$ cat config.mk
export PLATFORM = sky130hd
export DESIGN_NAME = shadowed_cfg_bank
export DESIGN_NICKNAME = d
export VERILOG_FILES = /design/src/rtl/scb_pkg.sv /design/src/rtl/scb_decode.sv /design/src/rtl/scb_cell.sv /design/src/rtl/scb_rdmux.sv /design/src/rtl/shadowed_cfg_bank.sv
export SDC_FILE = /design/constraint.sdc
export NUM_CORES = 1
export LEC_CHECK = 0
export ABC_AREA = 1
export BUFFER_PORTS_ARGS = -buffer_cell sky130_fd_sc_hd__buf_4
export CELL_PAD_IN_SITES_DETAIL_PLACEMENT = 0
export CELL_PAD_IN_SITES_GLOBAL_PLACEMENT = 1
export CORE_MARGIN = 1.5
export CORE_UTILIZATION = 40
export CTS_BUF_LIST = sky130_fd_sc_hd__clkbuf_4 sky130_fd_sc_hd__clkbuf_8
export DETAILED_ROUTE_END_ITERATION = 7
export GPL_ROUTABILITY_DRIVEN = 0
export PLACE_DENSITY_LB_ADDON = 0.15
export SYNTH_ARGS = -nofsm -noshare
export SYNTH_HDL_FRONTEND = slang
export SYNTH_SLANG_ARGS = --single-unit
$ cat constraint.sdc
create_clock -name clk -period 3.6 [get_ports clk]
set_input_delay 0.54 -clock clk [delete_from_list [all_inputs] [get_ports clk]]
set_output_delay 0.54 -clock clk [all_outputs]
set_load 0.005 [all_outputs]
$ cat src/rtl/scb_pkg.sv
package scb_pkg;
  localparam int BYTE_W = 8;

  // bit mask of a window address; low bits 11 mark an open slot
  function automatic logic [7:0] win_mask(input logic [7:0] a);
    return (a[1:0] == 2'b11) ? 8'h00 : (8'hFF >> a[1:0]);
  endfunction

  function automatic logic [7:0] win_dflt(input logic [7:0] a);
    logic [7:0] prod;
    prod = a * 8'h1D;
    return (a == 8'h14) ? 8'h01 : (prod & win_mask(a));
  endfunction

  function automatic logic [7:0] cfg_mask(input int i);
    case (i)
      0: return 8'h7E;
      1: return 8'hFF;
      2: return 8'h0F;
      default: return 8'h00;
    endcase
  endfunction

  function automatic logic [7:0] cfg_dflt(input int i);
    case (i)
      0: return 8'h18;
      2: return 8'h05;
      default: return 8'h00;
    endcase
  endfunction
endpackage

$ cat src/rtl/scb_decode.sv
module scb_decode #(
  parameter int          CFG_N = 3,
  parameter logic [7:0]  WIN_LO = 8'h08,
  parameter logic [7:0]  WIN_HI = 8'h20,
  parameter logic [7:0]  XFER_ADDR = 8'hFF,
  localparam int         NSH = int'(WIN_HI) - int'(WIN_LO) + 1,
  localparam int         WI_W = $clog2(NSH),
  localparam int         CI_W = (CFG_N > 1) ? $clog2(CFG_N) : 1
) (
  input  logic [7:0]      addr,
  output logic            is_cfg,
  output logic            is_win,
  output logic            is_xfer,
  output logic [CI_W-1:0] cfg_idx,
  output logic [WI_W-1:0] win_idx
);
  logic [7:0] woff;
  assign woff    = addr - WIN_LO;
  assign is_cfg  = (addr < 8'(CFG_N));
  assign is_win  = (addr >= WIN_LO) && (addr <= WIN_HI);
  assign is_xfer = (addr == XFER_ADDR);
  assign cfg_idx = CI_W'(addr);
  assign win_idx = WI_W'(woff);
endmodule

$ cat src/rtl/scb_cell.sv
module scb_cell
  import scb_pkg::*;
#(
  parameter logic [7:0] ADDR = 8'h08
) (
  input  logic       clk,
  input  logic       rst_n,
  input  logic       wr_en,
  input  logic [7:0] wdata,
  input  logic       commit,
  output logic [7:0] shadow,
  output logic [7:0] active
);
  localparam logic [7:0] MASK = win_mask(ADDR);
  localparam logic [7:0] DFLT = win_dflt(ADDR);

  always_ff @(posedge clk or negedge rst_n) begin
    if (!rst_n) begin
      shadow <= DFLT;
      active <= DFLT;
    end else begin
      if (wr_en)  shadow <= wdata & MASK;
      if (commit) active <= shadow;
    end
  end
endmodule

$ cat src/rtl/scb_rdmux.sv
module scb_rdmux #(
  parameter int CFG_N = 3,
  parameter int NSH   = 25,
  localparam int WI_W = $clog2(NSH),
  localparam int CI_W = (CFG_N > 1) ? $clog2(CFG_N) : 1
) (
  input  logic               is_cfg,
  input  logic               is_win,
  input  logic [CI_W-1:0]    cfg_idx,
  input  logic [WI_W-1:0]    win_idx,
  input  logic [CFG_N*8-1:0] cfg_vec,
  input  logic [NSH*8-1:0]   shd_vec,
  output logic [7:0]         dout
);
  always_comb begin
    dout = 8'h00;
    if (is_cfg) begin
      for (int i = 0; i < CFG_N; i++)
        if (cfg_idx == CI_W'(i)) dout = cfg_vec[i*8 +: 8];
    end else if (is_win) begin
      for (int k = 0; k < NSH; k++)
        if (win_idx == WI_W'(k)) dout = shd_vec[k*8 +: 8];
    end
  end
endmodule

$ cat src/rtl/shadowed_cfg_bank.sv
module shadowed_cfg_bank
  import scb_pkg::*;
#(
  parameter int          CFG_N = 3,
  parameter logic [7:0]  WIN_LO = 8'h08,
  parameter logic [7:0]  WIN_HI = 8'h20,
  parameter logic [7:0]  XFER_ADDR = 8'hFF,
  localparam int         NSH = int'(WIN_HI) - int'(WIN_LO) + 1,
  localparam int         WI_W = $clog2(NSH),
  localparam int         CI_W = (CFG_N > 1) ? $clog2(CFG_N) : 1
) (
  input  logic               clk,
  input  logic               rst_n,
  input  logic               req_valid,
  output logic               req_ready,
  input  logic               req_write,
  input  logic [7:0]         req_addr,
  input  logic [7:0]         req_wdata,
  output logic               rd_valid,
  output logic [7:0]         rd_data,
  output logic [CFG_N*8-1:0] cfg_vec,
  output logic [NSH*8-1:0]   act_vec
);
  logic            is_cfg, is_win, is_xfer;
  logic [CI_W-1:0] cfg_idx;
  logic [WI_W-1:0] win_idx;
  logic            fire, wr, rd, commit;
  logic [NSH*8-1:0] shd_vec;
  logic [7:0]      rd_next;

  assign req_ready = rst_n;
  assign fire   = req_valid && req_ready;
  assign wr     = fire && req_write;
  assign rd     = fire && !req_write;
  assign commit = wr && is_xfer && req_wdata[0];

  scb_decode #(.CFG_N(CFG_N), .WIN_LO(WIN_LO), .WIN_HI(WIN_HI), .XFER_ADDR(XFER_ADDR)) u_dec (
    .addr(req_addr), .is_cfg(is_cfg), .is_win(is_win), .is_xfer(is_xfer),
    .cfg_idx(cfg_idx), .win_idx(win_idx)
  );

  // immediate configuration registers
  for (genvar i = 0; i < CFG_N; i++) begin : g_cfg
    always_ff @(posedge clk or negedge rst_n) begin
      if (!rst_n)
        cfg_vec[i*8 +: 8] <= cfg_dflt(i);
      else if (wr && is_cfg && cfg_idx == CI_W'(i))
        cfg_vec[i*8 +: 8] <= req_wdata & cfg_mask(i);
    end
  end

  // double-buffered window
  for (genvar k = 0; k < NSH; k++) begin : g_win
    scb_cell #(.ADDR(WIN_LO + 8'(k))) u_cell (
      .clk(clk), .rst_n(rst_n),
      .wr_en(wr && is_win && win_idx == WI_W'(k)),
      .wdata(req_wdata), .commit(commit),
      .shadow(shd_vec[k*8 +: 8]), .active(act_vec[k*8 +: 8])
    );
  end

  scb_rdmux #(.CFG_N(CFG_N), .NSH(NSH)) u_mux (
    .is_cfg(is_cfg), .is_win(is_win), .cfg_idx(cfg_idx), .win_idx(win_idx),
    .cfg_vec(cfg_vec), .shd_vec(shd_vec), .dout(rd_next)
  );

  always_ff @(posedge clk or negedge rst_n) begin
    if (!rst_n) begin
      rd_valid <= 1'b0;
      rd_data  <= 8'h00;
    end else begin
      rd_valid <= rd;
      if (rd) rd_data <= rd_next;
    end
  end
endmodule

==> flow_metrics.py, run 1 <==
metrics = {
    "layout": {
        "antenna_cells": 0,
        "area_delta_synth_final_pct": 21.09,
        "layout-drive-gt1-share_pct": 31.40,
        "fin_nets": 1600,
        "most-common-layout-cells": "393 x nand2_1, 205 x o21ai_0, 198 x buf_4",
        "final_common_cell": "nand2_1",
    },
    "clock_tree": {
        "clkSinkCount": 295,
        "cts_tree": "done",
        "clkTransAtPathRegs_ps": 60,
        "htreeDepth": 2,
        "clk_latency_ps": 570,
        "cts_resized": 0,
        "cts-root-buf": "clkbuf_8",
        "cts_buffer_depth": 3,
        "cts-buffers-inserted": 51,
    },
    "worst_setup_path": {
        "path_cells": "buf_4, ha_1, inv_2, nand3_1, nor2_1, nor2_1, nand3_1, nand3_1, nand2_1, nand2_1, nand2_1, nand2_1, nand3_1, nand2_1, nand3_1, nand2_1, nand3_1, nand2_1, nand2_1, nand2_1, a21oi_1",
        "worstPathArrival_ps": 3000,
        "slowest_delay_ps": 520,
        "path_buf_inv": 2,
        "cp.required_ps": 4040,
        "worst_setup_path_start_kind": "input pin",
        "path_max_fanout": 16,
        "crit_path_end_kind": "flip-flop",
        "path_common_cell": "nand2_1",
        "slowest_stage": "ha_1",
        "cp_top_family": "simple AND/OR/NAND/NOR gates",
        "crit_type": "input pin to flip-flop",
    },
    "logic_synthesis": {
        "ys_warn_count": 0,
        "synth.avg_cell_area_um2": 9.358,
        "ys.flop_type": "dfrtp_1",
        "ys_ff_latch": 295,
        "netlist_area_um2": 13000,
        "synth-async-reset-ratio_pct": 100.0,
        "synth_seq_area_share_pct": 58.00,
        "synth_edf_count": 0,
        "synthCells": 1389,
        "synth.distinct_cells": 30,
    },
    "sta": {
        "rsz0062_at_grt": "no",
        "finalWorstSetupSlack_ps": 1041,
        "finalSetupViolations": 0,
        "min_period_over_period_pct": 71.08,
        "worst_pin_slew_ps": 1116,
        "slew_headroom_pct": 25.50,
        "setup_tns_ps": 0,
        "fmax_mhz": 390.8,
        "slew_viol_final": 0,
        "finalHoldViolCount": 0,
        "fin_crit_ps": 2559,
        "finalClockSkew_ps": 19.56,
    },
    "global_route": {
        "grt_usage_pct": 21.48,
        "grt_pass1_vias": 9403,
        "antenna_found_initial": 0,
        "grt_overflow": 0,
        "grt_pass1_wl_mm": 55.49,
        "grt_max_degree": 124,
    },
    "placed_design": {
        "place_hpwl_mm": 24.77,
        "portBuffers": 181,
        "place_ws_ps": 497.6,
    },
    "floorplan": {
        "rows": 65,
        "core_area_um2": 31800,
        "fp.dieArea_um2": 33590,
        "io_pins": 254,
        "start_util_pct": 40.88,
        "die_x_um": 183.3,
        "die_height_um": 183.3,
    },
    "route": {
        "viasPerCell": 4.814,
        "maxUsedRoutingLayer": "met4",
        "ant_nets": 0,
        "drc": 0,
        "wl_per_cell_um": 17.44,
        "firstDrtPassIters": 5,
        "vias": 9898,
        "wl_met1_mm": 16.90,
        "wl_met2_mm": 15.84,
        "drt_iter0_drc": 634,
        "wirelength_mm": 35.86,
        "met3_length_mm": 2.478,
    },
    "power": {
        "peakVddDrop_mv": 0.2472,
        "p_leak_nw": 7.248,
        "power_density_nw_per_um2": 451.3,
    },
    "job": {
        "drv_cap": 0,
    },
    "hold_path": {
        "hp-class": "input pin to flip-flop",
    },
    "run_status": {
        "status": "finished clean",
    },
}
[final cells by class]
cell class                      instances  area, um2
Timing Repair Buffer                  202       1551
Clock buffer                           92       1122
Sequential cell                       295       7540
Clock inverter                          3      40.04
Inverter                              110      412.9
Multi-Input combinational cell        919       4529
Tap cell                              435      544.3
Fill cell                            3095      16060
[final timing paths]
| kind | slack [ps] | end | from | depth (start not counted) |
|---|---|---|---|---|
| min | 330 | rd_valid | req_write | 3 |
| min in group asynchronous | 430 | g_win[5].u_cell.active[1] | rst_n | 2 |
| min reg2reg | 470 | g_win[6].u_cell.shadow[1] | g_win[6].u_cell.shadow[1] | 2 |
| max in group asynchronous | 1420 | g_win[6].u_cell.active[0] | rst_n | 4 |
| max | 1040 | rd_data[0] | req_addr[3] | 21 |
| max reg2reg | 1570 | rd_data[5] | g_win[0].u_cell.shadow[5] | 18 |
[routing by layer]
metal | up-vias | GRT usage, %
li1 | 4757 | -
met1 | 4760 | 31.68
met2 | 330 | 32.55
met3 | 51 | 4.150
met4 | 0 | 5.180
met5 | - | 0
[where the power goes]
group / internal, W / switching [W]
Clock: 0.00201 / 0.00133
Sequential: 0.00338 / 0.0000405
Combinational: 0.0000896 / 0.000256
[per-stage QoR]
stage                     area (um2)  hold slack (ps)  util, %  total power, W  instances
final                          15740            327.9    49.50        0.007104       2056
after global routing           15740            321.3    49.50        0.007411       2056
after CTS                      15740            299.5    49.50        0.007185       2056
after detailed placement       14570            419.8    45.81        0.003816       1960
after global placement         14570            421.3    45.81        0.003814       1960
after floorplan                13270            244.4        -        0.003662       1460
[what timing repair did]
item                                   4_1_cts  5_1_grt
hold buffers                                 1        0
setup endpoints to repair                    0        0
endpoints found under the hold margin       10        0
buffers inserted                             0        0
[synth_stat cells (2+ instances only)]
cell | instances | area [um2]
nand2_1 | 393 | 1475
nor3_4 | 2 | 32.53
a22o_1 | 4 | 35.03
buf_2 | 3 | 15.01
mux2_2 | 70 | 788.3
nand2_2 | 2 | 12.51
nor2_2 | 4 | 25.02
a21oi_1 | 33 | 165.2
inv_2 | 4 | 15.01
nand4_1 | 9 | 56.30
nor2_4 | 3 | 33.78
clkinv_1 | 2 | 7.510
o211ai_1 | 2 | 15.01
dfstp_2 | 126 | 3311
dfrtp_1 | 169 | 4229
nor3_1 | 10 | 50.05
clkbuf_1 | 58 | 217.7
o21ai_0 | 205 | 1026
inv_1 | 104 | 390.4
nor2_1 | 35 | 131.4
buf_4 | 75 | 563.0
o21ai_1 | 22 | 110.1
nand3_1 | 47 | 235.2
[registers in the layout, summed over array words and instances, names as in the netlist]
register	count
g_win.u_cell.shadow	134
cfg_vec	18
rd_valid	1
g_win.u_cell.active	134
rd_data	8
[logic make-up after synthesis]
logic type	share of synthesized area, %
other	0.02885
adders and majority gates	0.09624
muxes	6.064
DFF	58.00
and+or+nand+nor	15.86
AOI/OAI and AO/OA	10.65
buffers and inverters	9.298
[worst reg2reg max path: cells and delay by family, from the launching register on]
kind,cells,cell delay (ps)
AO/OA/AOI/OAI,1,140
flip-flops,1,560
AND/OR/NAND/NOR,17,1240
(Power assumes the default switching activity.)
==> run 2, diff against run 1 <==
--- a/config.mk
+++ b/config.mk
@@ -5,7 +5,7 @@
 export SDC_FILE = /design/constraint.sdc
 export NUM_CORES = 1
 export LEC_CHECK = 0
-export ABC_AREA = 1
+export ABC_AREA = 0
 export BUFFER_PORTS_ARGS = -buffer_cell sky130_fd_sc_hd__buf_4
 export CELL_PAD_IN_SITES_DETAIL_PLACEMENT = 0
 export CELL_PAD_IN_SITES_GLOBAL_PLACEMENT = 1
==> constraint.sdc (replaced) <==
create_clock -name clk -period 2.3 [get_ports clk]
set_input_delay 0.345 -clock clk [delete_from_list [all_inputs] [get_ports clk]]
set_output_delay 0.345 -clock clk [all_outputs]
set_load 0.005 [all_outputs]
==> flow_metrics.py, run 2 <==
metrics = {
    "logic_synthesis": {
        "synth_top_area_cell": "dfrtp_1",
        "ys.flop_type": "dfrtp_1",
        "ys_ff_latch": 295,
        "synth-async-reset-ratio_pct": 100.0,
        "synth_seq_area_share_pct": 54.65,
        "synth.avg_cell_area_um2": 12.82,
        "synth_most_common_cell": "mux2_2",
        "synth_top_area_share_pct": 30.65,
        "synthTopCellsByCount": "175 x mux2_2, 169 x dfrtp_1, 126 x dfstp_2, 92 x mux2_1, 83 x buf_4",
        "netlist_area_um2": 13800,
        "synthCells": 1076,
        "ys_warn_count": 0,
        "synth_edf_count": 0,
        "synth.distinct_cells": 80,
        "synth_area_leaders": "dfrtp_1 31%, dfstp_2 24%, mux2_2 14%",
    },
    "worst_setup_path": {
        "path_max_fanout": 11,
        "worst_setup_path_start_kind": "input pin",
        "r2r_slack_ps": 410,
        "path_cells": "dlygate4sd3_1, buf_8, nand3_1, nor2_1, o21a_1, buf_12, nand3_1, buf_4, mux2_2",
        "endpoint": "g_win[13].u_cell.shadow[3]",
        "reg2reg_depth": 5,
        "path_common_cell": "nand3_1",
        "slowest_delay_ps": 560,
        "crit_type": "input pin to flip-flop",
        "cp.required_ps": 2730,
        "r2r_start": "g_win[0].u_cell.shadow[3]",
        "r2r-end": "rd_data[3]",
        "startpoint": "rst_n",
        "worstPathArrival_ps": 2500,
        "slowest_stage": "dlygate4sd3_1",
        "crit_path_end_kind": "flip-flop",
    },
    "sta": {
        "fmax_mhz": 482.8,
        "min_period_over_period_pct": 90.06,
        "rsz0062_at_grt": "no",
        "slew_viol_final": 0,
        "slew_headroom_pct": 47.56,
        "finalClockSkew_ps": 24.62,
        "setup_tns_ps": 0,
        "finalSetupViolations": 0,
        "worst_hold_slack_ps": 102.0,
        "fin_crit_ps": 2071,
        "finalHoldViolCount": 0,
        "worst_pin_slew_ps": 786.6,
    },
    "layout": {
        "fin_area_um2": 17080,
        "reg_top3": "g_win.u_cell.active (134), g_win.u_cell.shadow (134), cfg_vec (18)",
        "utilization_pct": 50.68,
        "nFillCells": 3084,
        "final_common_cell": "buf_4",
        "area_delta_synth_final_pct": 23.80,
        "layout-drive-gt1-share_pct": 50.80,
        "antenna_cells": 0,
        "fin_cells": 1820,
        "most-common-layout-cells": "255 x buf_4, 175 x mux2_2, 169 x dfrtp_1",
        "fin_nets": 1352,
    },
    "clock_tree": {
        "clkSinkCount": 295,
        "clkTransAtPathRegs_ps": 60,
        "cts_buffer_depth": 3,
        "cts_setup_buffers": 0,
        "cts-root-buf": "clkbuf_8",
        "cts-buffers-inserted": 50,
        "cts_tree": "done",
        "htreeDepth": 2,
        "clk_latency_ps": 570,
    },
    "floorplan": {
        "fp.dieArea_um2": 35610,
        "start_util_pct": 40.94,
        "rows": 67,
        "die_height_um": 188.7,
        "io_pins": 254,
        "die_x_um": 188.7,
        "core_area_um2": 33700,
    },
    "global_route": {
        "grt_max_degree": 140,
        "grt_overflow": 0,
        "grt_usage_pct": 22.61,
        "grt_pass1_wl_mm": 61.15,
        "antenna_found_initial": 1,
        "grt_pass1_vias": 9675,
    },
    "placed_design": {
        "portBuffers": 181,
        "place_hpwl_mm": 29.09,
        "place_area_um2": 15950,
        "dp.cells": 1726,
    },
    "route": {
        "wl_per_cell_um": 21.99,
        "vias": 9623,
        "wirelength_mm": 40.01,
        "firstDrtPassIters": 5,
        "ant_nets": 0,
        "drc": 0,
        "viasPerCell": 5.287,
        "drt_iter0_drc": 696,
    },
    "power": {
        "intPower_w": 0.008548,
        "switchingPower_w": 0.002646,
        "clkPwrFrac_pct": 45.6,
        "peakVddDrop_mv": 0.3224,
        "p_leak_nw": 8.232,
        "power_density_nw_per_um2": 655.4,
        "combPwrFrac_pct": 6.7,
        "pwr-share-seq_pct": 47.7,
        "switching_share_pct": 23.64,
    },
    "job": {
        "drv_cap": 0,
    },
    "run_status": {
        "status": "finished clean",
    },
    "hold_path": {
        "hp-class": "input pin to flip-flop",
    },
}
## run 2: changes by cell type after synthesis, moves of 9 or more
cell      before  now
mux2_2        70  175
nor2b_1        0   12
o21ai_0      205   58
o21ai_1       22    3
a21oi_1       33   42
buf_2          3   28
mux2_1         0   92
nand2_1      393   37
mux2i_1        0   11
inv_1        104   11
clkbuf_1      58   25
nand3_1       47   11
o221ai_1       1   11
## run 2: cells by family (layout without fill, tap and decap cells)
| family | Yosys count | count (layout) | synth area share [%] |
|---|---|---|---|
| DFF | 295 | 295 | 54.65 |
| muxes | 278 | 278 | 22.59 |
| AOI/OAI and AO/OA | 190 | 190 | 8.906 |
| and+or+nand+nor | 159 | 159 | 6.965 |
| buffers and inverters | 151 | 376 | 6.702 |
| adders and majority gates | 1 | 1 | 0.09068 |
| other | 1 | 72 | 0.02718 |
| xor gates and xnor gates | 1 | 1 | 0.06350 |
## run 2: worst min path at each step
stage / start / to / cells past startpoint
after floorplan: rst_n / cfg_vec[10] / 0
final: req_wdata[7] / cfg_vec[15] / 2
after detailed placement: rst_n / g_win[4].u_cell.shadow[0] / 2
after global placement: rst_n / g_win[4].u_cell.shadow[0] / 2
after global routing: req_wdata[7] / cfg_vec[15] / 2
after CTS: req_wdata[7] / cfg_vec[15] / 2
## run 2: worst max-delay path: cells and delay by family
kind	cells	cell delay (ps)
buffers and inverters	4	1090
AOI/OAI and AO/OA	1	250
and+or+nand+nor	3	540
muxes	1	270
## run 2: what timing repair did
item                                   CTS  global route
gates resized for setup                  0             0
hold buffers                             1             0
endpoints found under the hold margin   13             0
## run 2: layout make-up
type | instances | area (um2) | share of cell area (%)
clock inverters | 6 | 57.56 | 0.3370
repair buffers | 270 | 2200 | 12.88
clock buffers | 87 | 1066 | 6.242
inverters | 13 | 48.80 | 0.2857
flip-flops and latches | 295 | 7540 | 44.15
multi-input cells | 701 | 5607 | 32.83
well taps | 448 | 560.5 | 3.282
## run 2: metal layers
metal  part of all wire [%]  track usage [%]  up-vias
li1                       -                -     4290
met1                     47            32.88     4900
met2                     45            34.40      372
met3                    5.7            3.855       61
met4                    2.4            6.929        0
met5                      0                0        -
## run 2: power by group through the flow
stage | clock network [W] | registers (W) | logic [W]
6_report | 0.00511 | 0.00534 | 0.000747
5_1_grt | 0.00551 | 0.00534 | 0.000815
4_1_cts | 0.00526 | 0.00534 | 0.000749
3_5_place_dp | 0 | 0.00542 | 0.000746
3_3_place_gp | 0 | 0.00542 | 0.000743
2_1_floorplan | 0 | 0.00539 | 0.000425
## run 2: through the flow
step                setup WS (ps)  power (W)
global placement           -204.9   0.006167
floorplan                   208.6   0.005812
global route                171.0    0.01167
finish                      228.5    0.01119
detailed placement         -229.5   0.006170
CTS                         251.4    0.01135
==> run 3, diff against run 2 <==
--- a/config.mk
+++ b/config.mk
@@ -14,7 +14,8 @@
 export CTS_BUF_LIST = sky130_fd_sc_hd__clkbuf_4 sky130_fd_sc_hd__clkbuf_8
 export DETAILED_ROUTE_END_ITERATION = 7
 export GPL_ROUTABILITY_DRIVEN = 0
-export PLACE_DENSITY_LB_ADDON = 0.15
+export PLACE_DENSITY = 0.76
 export SYNTH_ARGS = -nofsm -noshare
 export SYNTH_HDL_FRONTEND = slang
+export SYNTH_HIERARCHICAL = 1
 export SYNTH_SLANG_ARGS = --single-unit
==> flow_metrics.py, run 3 <==
metrics = {
    "worst_setup_path": {
        "crit_path_end_kind": "flip-flop",
        "r2r_slack_ps": -10,
        "cp.required_ps": 2770,
        "worstPathArrival_ps": 3040,
        "path_max_fanout": 8,
        "worst_setup_path_start_kind": "input pin",
        "crit_type": "input pin to flip-flop",
    },
    "route": {
        "viasPerCell": 5.023,
        "ant_nets": 0,
        "firstDrtPassIters": 5,
        "drt_iter0_drc": 738,
        "wirelength_mm": 46.12,
        "drc": 0,
        "wl_per_cell_um": 21.52,
        "vias": 10770,
    },
    "clock_tree": {
        "cts-root-buf": "clkbuf_8",
        "clkSinkCount": 295,
        "clk_latency_ps": 600,
        "clkTransAtPathRegs_ps": 60,
        "cts-buffers-inserted": 50,
        "cts_tree": "done",
        "cts_buffer_depth": 3,
        "htreeDepth": 2,
    },
    "sta": {
        "finalSetupViolations": 115,
        "finalHoldViolCount": 0,
        "worst_hold_slack_ps": 10.87,
        "slew_headroom_pct": 38.18,
        "finalWorstSetupSlack_ps": -275.6,
        "fin_crit_ps": 2576,
        "fmax_mhz": 388.3,
        "slew_viol_final": 0,
        "finalClockSkew_ps": 38.07,
        "min_period_over_period_pct": 112.0,
        "worst_pin_slew_ps": 927.2,
        "rsz0062_at_grt": "yes",
    },
    "run_status": {
        "status": "finished with violations",
        "violations": "setup timing",
    },
    "layout": {
        "area_delta_synth_final_pct": 23.05,
        "antenna_cells": 0,
        "multi_input_area_um2": 7910,
        "fin_nets": 1594,
        "regArea_um2": 7540,
        "most-common-layout-cells": "332 x buf_4, 276 x mux2_4, 169 x dfrtp_1",
        "layout-drive-gt1-share_pct": 59.22,
        "nFillCells": 3631,
        "reg_top3": "g_win.u_cell/active (134), g_win.u_cell/shadow (134), cfg_vec (18)",
        "final_common_cell": "buf_4",
    },
    "logic_synthesis": {
        "ys_warn_count": 6,
        "netlist_area_um2": 16470,
        "synthCells": 1254,
        "synth.avg_cell_area_um2": 13.13,
    },
    "global_route": {
        "grt_overflow": 0,
        "grt_pass1_vias": 10780,
        "grt_usage_pct": 21.66,
        "antenna_found_initial": 1,
        "grt_pass1_wl_mm": 68.79,
        "grt_max_degree": 163,
    },
    "hold_path": {
        "hp-class": "input pin to asynchronous set/reset pin",
    },
    "placed_design": {
        "place_hpwl_mm": 33.59,
        "portBuffers": 181,
    },
    "job": {
        "drv_cap": 0,
    },
    "power": {
        "p_leak_nw": 9.384,
        "peakVddDrop_mv": 0.3688,
        "finalPower_w": 0.01134,
        "power_density_nw_per_um2": 559.7,
    },
    "floorplan": {
        "start_util_pct": 40.42,
        "die_height_um": 205.9,
        "die_x_um": 205.9,
        "core_area_um2": 40740,
        "fp.dieArea_um2": 42390,
        "io_pins": 254,
        "rows": 74,
    },
}
[run 3: final cells by class]
| type | instances | share of cell area [%] |
|---|---|---|
| multi-input cells | 849 | 39.04 |
| inverters | 11 | 0.2594 |
| clock inverters | 5 | 0.3829 |
| well taps | 532 | 3.285 |
| flip-flops and latches | 295 | 37.21 |
| clock buffers | 85 | 4.971 |
| repair buffers | 366 | 14.85 |
[run 3: stage by stage]
step / utilization (%) / setup WS [ps] / instance area [um2] / cells / TNS (ps)
after CTS: 49.39 / -216.4 / 20120 / 2143 / -12650
final: 49.73 / -275.6 / 20260 / 2143 / -16290
after detailed placement: 46.18 / -912.6 / 18810 / 2048 / -140360
after global placement: 46.18 / -907.5 / 18810 / 2048 / -130690
after floorplan: - / -545.0 / 17010 / 1379 / -48300
after global routing: 49.73 / -320.1 / 20260 / 2143 / -21820
[run 3: report_power, final]
| part | leakage (nW) | internal [W] | switching (W) |
|---|---|---|---|
| logic | 5.15 | 0.000386 | 0.000616 |
| clock network | 0.580 | 0.00296 | 0.00206 |
| registers | 3.66 | 0.00526 | 0.0000508 |
| total | 9.38 | 0.00861 | 0.00273 |
[run 3: metal layers]
layer / global-route usage, % / up-vias / wire [um]
li1: - / 4860 / -
met1: 30.42 / 5426 / 20870
met2: 34.13 / 403 / 21540
met3: 3.627 / 76 / 2583
met4: 6.858 / 0 / 1124
met5: 0 / - / 0
[run 3: final timing paths]
kind,from,to,depth (start not counted)
min in group clk,req_write,rd_valid,2
setup / recovery,req_addr[3],g_win[0].u_cell/shadow[4],10
hold reg to reg,rd_data[3],rd_data[3],1
max in group asynchronous,rst_n,g_win[13].u_cell/shadow[3],3
setup reg to reg,g_win[0].u_cell/shadow[4],rd_data[4],8
hold / removal,rst_n,g_win[10].u_cell/shadow[2],2
[run 3: timing repair]
item / in CTS / in global routing
gates resized for setup: 45 / 31
pin swaps: 4 / 7
setup buffers: 4 / 1
hold endpoints to repair: 49 / 0
hold buffers: 1 / 0
endpoints found under the setup margin: 128 / 132
[run 3: critical path, cell delays in order]
cell	delay [ps]
buf_6	100
clkinvlp_4	80
ha_4	130
or4b_4	470
a2111oi_4	390
and4_4	320
or4b_4	580
nor3_4	160
buf_6	180
mux2_4	300
